===== src/rtl/sct_pkg.sv =====
package sct_pkg;

    localparam int DATA_W = 32;

    typedef enum logic [1:0] {
        OP_WRITE  = 2'd0,
        OP_SET    = 2'd1,
        OP_CLEAR  = 2'd2,
        OP_TOGGLE = 2'd3
    } bitop_e;

    typedef struct packed {
        logic   hit_id;
        logic   in_range;
        logic   aligned;
        bitop_e op;
    } dec_t;

    function automatic logic [DATA_W-1:0] apply_bitop(
        input bitop_e            op,
        input logic [DATA_W-1:0] cur,
        input logic [DATA_W-1:0] mask
    );
        logic [DATA_W-1:0] nxt;
        unique case (op)
            OP_WRITE:  nxt = mask;
            OP_SET:    nxt = cur | mask;
            OP_CLEAR:  nxt = cur & ~mask;
            OP_TOGGLE: nxt = cur ^ mask;
            default:   nxt = cur;
        endcase
        return nxt;
    endfunction

endpackage


===== src/rtl/sct_decode.sv =====
module sct_decode
    import sct_pkg::*;
#(
    parameter int          ADDR_W   = 12,
    parameter int          NUM_REGS = 8,
    parameter bit          HAS_ID   = 1'b1,
    parameter logic [11:0] ID_ADDR  = 12'h800,
    localparam int         SLOT_W   = ADDR_W - 4,
    localparam int         IDX_W    = (NUM_REGS > 1) ? $clog2(NUM_REGS) : 1
) (
    input  logic [ADDR_W-1:0] addr,
    output dec_t              dec,
    output logic [IDX_W-1:0]  idx
);
    localparam logic [SLOT_W:0] LIMIT = (SLOT_W+1)'(NUM_REGS);

    logic [SLOT_W-1:0] slot;

    assign slot         = addr[ADDR_W-1:4];
    assign idx          = slot[IDX_W-1:0];
    assign dec.in_range = ({1'b0, slot} < LIMIT);
    assign dec.aligned  = (addr[1:0] == 2'b00);
    assign dec.op       = bitop_e'(addr[3:2]);

    generate
        if (HAS_ID) begin : g_id
            assign dec.hit_id = (addr == ID_ADDR[ADDR_W-1:0]);
        end else begin : g_no_id
            assign dec.hit_id = 1'b0;
        end
    endgenerate

endmodule


===== src/rtl/sct_regfile.sv =====
module sct_regfile
    import sct_pkg::*;
#(
    parameter int  NUM_REGS = 8,
    localparam int IDX_W    = (NUM_REGS > 1) ? $clog2(NUM_REGS) : 1
) (
    input  logic                             clk,
    input  logic                             rst,
    input  logic                             we,
    input  logic [IDX_W-1:0]                 widx,
    input  bitop_e                           wop,
    input  logic [DATA_W-1:0]                wmask,
    output logic [NUM_REGS-1:0][DATA_W-1:0]  regs
);
    generate
        for (genvar i = 0; i < NUM_REGS; i++) begin : g_reg
            always_ff @(posedge clk) begin
                if (rst) begin
                    regs[i] <= '0;
                end else if (we && (widx == IDX_W'(i))) begin
                    regs[i] <= apply_bitop(wop, regs[i], wmask);
                end
            end
        end
    endgenerate

endmodule


===== src/rtl/sct_bank.sv =====
module sct_bank
    import sct_pkg::*;
#(
    parameter int          ADDR_W   = 12,
    parameter int          NUM_REGS = 8,
    parameter bit          HAS_ID   = 1'b1,
    parameter logic [11:0] ID_ADDR  = 12'h800,
    parameter logic [31:0] ID_VALUE = 32'h0072_0010,
    localparam int         IDX_W    = (NUM_REGS > 1) ? $clog2(NUM_REGS) : 1
) (
    input  logic              clk,
    input  logic              rst,
    input  logic [ADDR_W-1:0] addr,
    input  logic              wr_en,
    input  logic [31:0]       wr_data,
    input  logic              rd_en,
    output logic [31:0]       rd_data,
    output logic              err
);
    dec_t                             dec;
    logic [IDX_W-1:0]                 idx;
    logic [NUM_REGS-1:0][DATA_W-1:0]  regs_q;
    logic                             commit;
    logic                             word_ok;
    logic [31:0]                      rd_next;
    logic [31:0]                      rd_q;
    logic                             err_q;

    sct_decode #(
        .ADDR_W   (ADDR_W),
        .NUM_REGS (NUM_REGS),
        .HAS_ID   (HAS_ID),
        .ID_ADDR  (ID_ADDR)
    ) u_dec (
        .addr (addr),
        .dec  (dec),
        .idx  (idx)
    );

    assign word_ok = dec.in_range && dec.aligned && !dec.hit_id;
    assign commit  = wr_en && word_ok;

    sct_regfile #(
        .NUM_REGS (NUM_REGS)
    ) u_rf (
        .clk   (clk),
        .rst   (rst),
        .we    (commit),
        .widx  (idx),
        .wop   (dec.op),
        .wmask (wr_data),
        .regs  (regs_q)
    );

    always_comb begin
        if (dec.hit_id)   rd_next = ID_VALUE;
        else if (word_ok) rd_next = regs_q[idx];
        else              rd_next = '0;
    end

    always_ff @(posedge clk) begin
        if (rst) begin
            rd_q  <= '0;
            err_q <= 1'b0;
        end else begin
            if (rd_en) rd_q <= rd_next;
            err_q <= (rd_en || wr_en) && !dec.in_range && !dec.hit_id;
        end
    end

    assign rd_data = rd_q;
    assign err     = err_q;

endmodule


===== config.mk =====
export PLATFORM = sky130hd
export DESIGN_NAME = sct_bank
export DESIGN_NICKNAME = d
export VERILOG_FILES = /design/src/rtl/sct_pkg.sv /design/src/rtl/sct_decode.sv /design/src/rtl/sct_regfile.sv /design/src/rtl/sct_bank.sv
export SDC_FILE = /design/constraint.sdc
export NUM_CORES = 1
export LEC_CHECK = 0
export BUFFER_PORTS_ARGS = -buffer_cell sky130_fd_sc_hd__buf_2
export CAP_MARGIN = 0
export CORE_MARGIN = 4
export CORE_UTILIZATION = 49
export CTS_BUF_LIST = sky130_fd_sc_hd__clkbuf_2 sky130_fd_sc_hd__clkbuf_4 sky130_fd_sc_hd__clkbuf_8
export CTS_CLUSTER_DIAMETER = 80
export DETAILED_ROUTE_END_ITERATION = 6
export PLACE_DENSITY = 0.67
export SLEW_MARGIN = 20
export SYNTH_ARGS = -nofsm -noshare
export SYNTH_HDL_FRONTEND = slang
export SYNTH_SLANG_ARGS = --single-unit

===== constraint.sdc =====
create_clock -name clk -period 2.2 [get_ports clk]
set_input_delay 0.22 -clock clk [delete_from_list [all_inputs] [get_ports clk]]
set_output_delay 0.22 -clock clk [all_outputs]
set_load 0.01 [all_outputs]

======== After elaboration in Yosys (flattened, before gate mapping) ========
Cells that the tools add are included.
storage, ports and cells
  register bits after elaboration ......... 289
  input port bits ......................... 48
  output and inout bits ................... 33
  word-level logic and storage cells ...... 79
operators by class
  order comparisons ....................... 2
  equal/unequal tests ..................... 11
  mux-type cells .......................... 12
  bitwise gates (word level) .............. 25
  reductions and logical operators ........ 19
operators by type and width
  kind                                                                   number
  32-bit one-hot mux with 4 select lines                                 8
  32-bit AND                                                             8
  32-bit OR                                                              8
  32-bit XOR                                                             8
  32-bit binary-select mux with 3-bit select                             1
  32-bit two-way mux                                                     3
  32-bit NOT                                                             1
  1-bit logical AND                                                      13
  12-bit equality test, second input constant                            1
  3-bit equality test, second input constant                             4
  8-bit by 4-bit < comparator with 1-bit output, second input constant   1
  3-bit by 2-bit equality test with 1-bit output, second input constant  2
  2-bit equality test, second input constant                             2
  2-bit zero test                                                        2
  3-bit by 4-bit < comparator with 1-bit output, second input constant   1
  3-bit by 1-bit equality test with 1-bit output, second input constant  1
  3-bit zero test                                                        1
  2-bit by 1-bit equality test with 1-bit output, second input constant  1
  1-bit zero test                                                        2
  1-bit logical OR                                                       1

======== Depth between registers and ports, before layout ========
  depth after elaboration ................. 5
  depth in mapped cells ................... 8
  depth with buffers taken out ............ 6

======== Cells and area by module ========
Synthesis repeated with hierarchy kept, for this count alone.
second synthesis, totals
  cell total of the unflattened synthesis .. 2705
  area total of the unflattened synthesis .. 25510.7 um^2
modules (own cells, without submodules)
  module       times used  cells an instance  area an instance (um^2)  sequential area each (um^2)
  sct_regfile  1           2384               22297.6                  5124.9
  sct_bank     1           310                3131.8                   660.6
  sct_decode   1           11                 81.3                     0.0

======== Worst setup path before layout ========
OpenSTA, ideal clock, no wires.
  path type ............................... input to register
  start point ............................. input addr[7]
  end point ............................... register u_rf.regs[100] (netlist bit)
  setup time .............................. 0.142 ns
  data arrival time ....................... 1.769 ns
  required time ........................... 2.058 ns
  setup slack ............................. 0.289 ns
  cell stages on the path ................. 7
  path buffers ............................ 3
  cells stage by stage .................... or4_4 buf_6 or4_4 buf_6 buf_6 nand2_2 a21oi_2
on the way
  cells in the longest elaborated chain, start to end .. 5
  elaborated cells on any way between the ends .. 7
  classes of those cells .................. order compare (1); eq/ne (1); reduce/logical (5)
RTL lines
  what                                                                                          line                                RTL
  start, declared                                                                               sct_bank.sv:13                      input logic [ADDR_W-1:0] addr,
  8-bit by 4-bit < comparator with 1-bit output / 12-bit equality test (equally long branches)  sct_decode.sv:21, sct_decode.sv:27
  1-bit logical AND / 1-bit zero test (equally long branches)                                   sct_bank.sv:40                      assign word_ok = dec.in_range && dec.aligned && !dec.hit_id;
  1-bit logical AND (*)                                                                         sct_bank.sv:40
  1-bit logical AND (*)                                                                         sct_bank.sv:41                      assign commit = wr_en && word_ok;
  1-bit logical AND (*)                                                                         sct_regfile.sv:20                   end else if (we && (widx == IDX_W'(i))) begin
  end signal, assigned by index                                                                 sct_regfile.sv:21                   regs[i] <= apply_bitop(wop, regs[i], wmask);
  end, declared                                                                                 sct_regfile.sv:13                   output logic [NUM_REGS-1:0][DATA_W-1:0] regs
Mark *: on every way between the ends. The rest lies on a longest branch, timed or not.
A chain may end at the register's enable or synchronous reset.

======== Worst setup path in the final report ========
  start point ............................. input wr_en
  end point ............................... register u_rf.regs[234] (netlist bit)
on the way
  cells in the longest elaborated chain, start to end .. 2
RTL lines
  what               line               RTL
  start, declared    sct_bank.sv:14     input logic wr_en,
  1-bit logical AND  sct_bank.sv:41
  1-bit logical AND  sct_regfile.sv:20
No other way between the ends.

==> metrics.txt <==
# TYPE chip_impl_metric gauge
chip_impl_metric{name="post_synth_instance_area",unit="µm²"} 26440
chip_impl_metric{name="routed_via_density",unit=""} 5.802
chip_impl_metric{name="cts_max_path_buffers",unit=""} 3
chip_impl_metric{name="floorplan_die_width",unit="µm"} 240.3
chip_impl_metric{name="grt_antenna_before_repair",unit=""} 6
chip_impl_metric{name="worstMarginPinSlew",unit="ns"} 1.009
chip_impl_info{name="worst_path_max_delay_cell",value="or4b_1"} 1
chip_impl_metric{name="number_of_unique_standard_cell_types_used_by_synthesis",unit=""} 36
chip_impl_metric{name="dr.pass1.iters",unit=""} 7
chip_impl_metric{name="finalWirelength",unit="µm"} 71750
chip_impl_metric{name="post_cts.resized_instances",unit=""} 0
chip_impl_info{name="worstSetupPathType",value="in2reg"} 1
chip_impl_metric{name="floorplan.initialDensity",unit="%"} 49.91
chip_impl_metric{name="timing.critical_path.fanout_max",unit=""} 17
chip_impl_metric{name="final.setup.worst_slack",unit="ns"} 0.2558
chip_impl_metric{name="drt_iter0_drc",unit=""} 1570
chip_impl_metric{name="post-route-period-util",unit="%"} 88.37
chip_impl_metric{name="insertion_delay",unit="ns"} 0.67
chip_impl_metric{name="vias",unit=""} 20596
chip_impl_metric{name="grt_start_max_net_pins",unit=""} 185
chip_impl_metric{name="n_fill_cell",unit=""} 4498
chip_impl_info{name="worstSetupEndpointType",value="flip-flop"} 1
chip_impl_info{name="crit_path_cell_chain",value="dlygate4sd3_1 > buf_2 > or4b_1 > or3_2 > buf_12 > nand2_1 > a21oi_1"} 1
chip_impl_info{name="run_status",value="finished, final reports clean"} 1
chip_impl_metric{name="p_leak",unit="nW"} 12.53
chip_impl_metric{name="hpwl",unit="µm"} 45280
chip_impl_metric{name="tns",unit="ns"} 0
chip_impl_metric{name="cts_hold_buffers",unit=""} 3
chip_impl_info{name="rsz0062_at_grt",value="false"} 1
chip_impl_metric{name="clock_skew",unit="ns"} 0.02813
chip_impl_metric{name="syn-num-nets",unit=""} 3303
chip_impl_metric{name="final_cells",unit=""} 3550
chip_impl_metric{name="placement_rows",unit=""} 84
chip_impl_metric{name="routing_usage_on_met1",unit="%"} 32.51
chip_impl_metric{name="ios",unit=""} 81
chip_impl_metric{name="setup-violations-final",unit=""} 0
chip_impl_metric{name="die_area",unit="µm²"} 57740
chip_impl_metric{name="finalWeightedCongestion",unit=""} 0.7982
chip_impl_metric{name="cts_max_level",unit=""} 2
chip_impl_metric{name="max_slew_margin",unit="%"} 32.76
chip_impl_metric{name="synth.ff_latch_count",unit=""} 289
chip_impl_metric{name="ir_drop",unit="V"} 0.0003812
chip_impl_metric{name="grtUsageMet2",unit="%"} 41.89
chip_impl_metric{name="fmax",unit="GHz"} 0.5144
chip_impl_metric{name="clock-sinks",unit=""} 289
chip_impl_metric{name="final-hold-violation-count",unit=""} 0
chip_impl_metric{name="worst_ep_arrival_time",unit="ns"} 2.43
chip_impl_metric{name="required_time_at_the_worst_slack_endpoint",unit="ns"} 2.68
chip_impl_info{name="worstHoldPathType",value="in2reg"} 1
chip_impl_metric{name="place_ws",unit="ns"} 0.03943
chip_impl_metric{name="ys_seq_area_share",unit="%"} 21.88
chip_impl_info{name="cts_root_buf",value="clkbuf_8"} 1
chip_impl_metric{name="first_global_vias",unit=""} 21159
chip_impl_metric{name="wire_per_inst",unit="µm"} 20.21
chip_impl_metric{name="grt_first_pass_wirelength",unit="µm"} 115200
chip_impl_metric{name="die-height",unit="µm"} 240.3
chip_impl_info{name="setup.worst_path.start_class",value="input pin"} 1
chip_impl_metric{name="placed_cells",unit=""} 3445
chip_impl_metric{name="drc_errors",unit=""} 0
chip_impl_metric{name="postSynthAreaPerCell",unit="µm²"} 9.639
chip_impl_metric{name="area_growth_from_synthesis_to_final_layout",unit="%"} 11.06
chip_impl_metric{name="reported_max_cap_violation_count",unit=""} 0
chip_impl_metric{name="coreArea",unit="µm²"} 52970
chip_impl_metric{name="io_port_bufs",unit=""} 80
chip_impl_info{name="cts_tree",value="yes"} 1
chip_impl_metric{name="antenna_violating_nets_post_route",unit=""} 0
chip_impl_metric{name="cellPowerDensity",unit="nW/µm²"} 450.1
chip_impl_metric{name="cts.clk_slew.worst_paths",unit="ns"} 0.06
chip_impl_metric{name="layout-drive-gt1-share",unit="%"} 22.90
chip_impl_metric{name="finalCriticalPeriod",unit="ns"} 1.944
chip_impl_metric{name="grt_overflow",unit=""} 0
chip_impl_metric{name="cts_setup_buffers",unit=""} 0
chip_impl_metric{name="ys.warnings.count",unit=""} 0
chip_impl_metric{name="postSynthCellCount",unit=""} 2743
chip_impl_metric{name="layout.nets",unit=""} 3378
chip_impl_metric{name="grt_use_met3",unit="%"} 4.428
chip_impl_info{name="gr-max-usage-layer",value="met2"} 1
chip_impl_metric{name="numCtsBuffers",unit=""} 56
chip_impl_metric{name="slowest_delay",unit="ns"} 0.63
chip_impl_metric{name="gr-usage-all-layers",unit="%"} 25.06
chip_impl_metric{name="final_max_slew_viol_count",unit=""} 0
layout make-up:
| class | instances | area [µm²] | area share, % |
|---|---|---|---|
| Multi-Input combinational cell | 1740 | 17840 | 60.76 |
| Sequential cell | 289 | 5786 | 19.70 |
| Inverter | 545 | 2046 | 6.967 |
| Timing Repair Buffer | 186 | 1638 | 5.578 |
| Clock buffer | 86 | 1071 | 3.647 |
| Tap cell | 688 | 860.8 | 2.932 |
| Clock inverter | 10 | 106.4 | 0.3622 |
| Antenna cell | 6 | 15.01 | 0.05113 |
through the flow:
step	utilization (%)	area [µm²]	hold WS, ns	power (mW)
after global placement	53.13	28140	0.4193	7.328
after detailed placement	53.13	28140	0.4241	7.436
after global routing	55.42	29350	0.04511	13.75
after floorplan	-	26440	0.4251	6.848
final	55.44	29360	0.05845	13.22
after CTS	55.41	29350	0.0005235	13.33
cells by family after synthesis:
family,count (synthesis),synth area share [%]
AO/OA/AOI/OAI,289,5.920
adder cells (fa/ha/maj),512,24.23
buffers and inverters,714,10.73
flip-flops,289,21.88
multiplexers,326,27.51
AND/OR/NAND/NOR,613,9.725
worst max-delay path, delay by kind of cell:
| family | cells | cell delay, ns |
|---|---|---|
| compound gates | 1 | 0.06 |
| simple gates | 3 | 1.27 |
| buf+inv | 3 | 0.85 |
registers in the layout, summed over array words and instances (netlist names):
signal / cells
u_rf.regs: 256
rd_data: 32
err: 1
worst paths after layout:
path / from / to / slack (ns) / cells past startpoint
hold reg to reg: rd_data[26] / rd_data[26] / 0.43 / 2
setup reg to reg: u_rf.regs[249] / u_rf.regs[249] / 0.64 / 5
hold / removal: addr[1] / rd_data[20] / 0.06 / 5
setup / recovery: wr_en / u_rf.regs[234] / 0.26 / 7
per-layer routing:
layer	share of wire, %	vias to the layer above
met2	48	701
met3	7.0	211
li1	-	9349
met5	0.018	-
met4	4.0	2
met1	41	10333
where the power goes:
part / leakage [nW] / internal, mW / switching [mW]
Sequential: 2.33 / 5.24 / 0.00385
Clock: 0.628 / 3.31 / 2.59
Combinational: 9.58 / 1.01 / 1.07
synthesized netlist by cell type, drive strengths merged:
library cell / count / area (µm²)
a21oi: 257 / 1324
nor4: 5 / 88.83
nand3: 3 / 15.01
or3: 1 / 6.260
and3: 1 / 6.260
clkbuf: 76 / 285.3
and2: 1 / 6.260
o221ai: 1 / 8.760
nor4b: 4 / 71.32
ha: 512 / 6406
nor3: 1 / 10.01
inv: 545 / 2046
dfxtp: 289 / 5786
buf: 93 / 505.5
nor3b: 1 / 7.510
or4: 3 / 33.78
nand4b: 1 / 8.760
a211oi: 5 / 37.54
a22oi: 26 / 195.2
nor2b: 2 / 12.51
nand4: 4 / 25.02
nor2: 9 / 33.78
mux2: 6 / 67.56
or4b: 2 / 20.02
nand2: 571 / 2193
and4: 3 / 26.28
mux4: 320 / 7207
nand2b: 1 / 6.260
placed cells by master (no fill, tap or decap), drive strengths merged:
| master | synthesis | final |
|---|---|---|
| nand2b | 1 | 1 |
| clkbuf | 76 | 87 |
| and3 | 1 | 1 |
| or4 | 3 | 3 |
| nand3 | 3 | 3 |
| ha | 512 | 512 |
| and4 | 3 | 3 |
| nor4b | 4 | 4 |
| o221ai | 1 | 1 |
| nand4 | 4 | 4 |
| clkinv | 0 | 6 |
| buf | 93 | 182 |
| diode | 0 | 6 |
| nand2 | 571 | 571 |
| nor3 | 1 | 1 |
| nor2 | 9 | 9 |
| or4b | 2 | 2 |
| a22oi | 26 | 26 |
| and2 | 1 | 1 |
| nor3b | 1 | 1 |
| or3 | 1 | 1 |
| bufinv | 0 | 2 |
| a21oi | 257 | 257 |
| nand4b | 1 | 1 |
| nor2b | 2 | 2 |
| dlygate4sd3 | 0 | 3 |
| mux2 | 6 | 6 |
| nor4 | 5 | 5 |
| dfxtp | 289 | 289 |
| inv | 545 | 546 |
| a211oi | 5 | 5 |
| mux4 | 320 | 320 |
| clkinvlp | 0 | 1 |
Note: power is estimated with default switching activity, not from simulation.
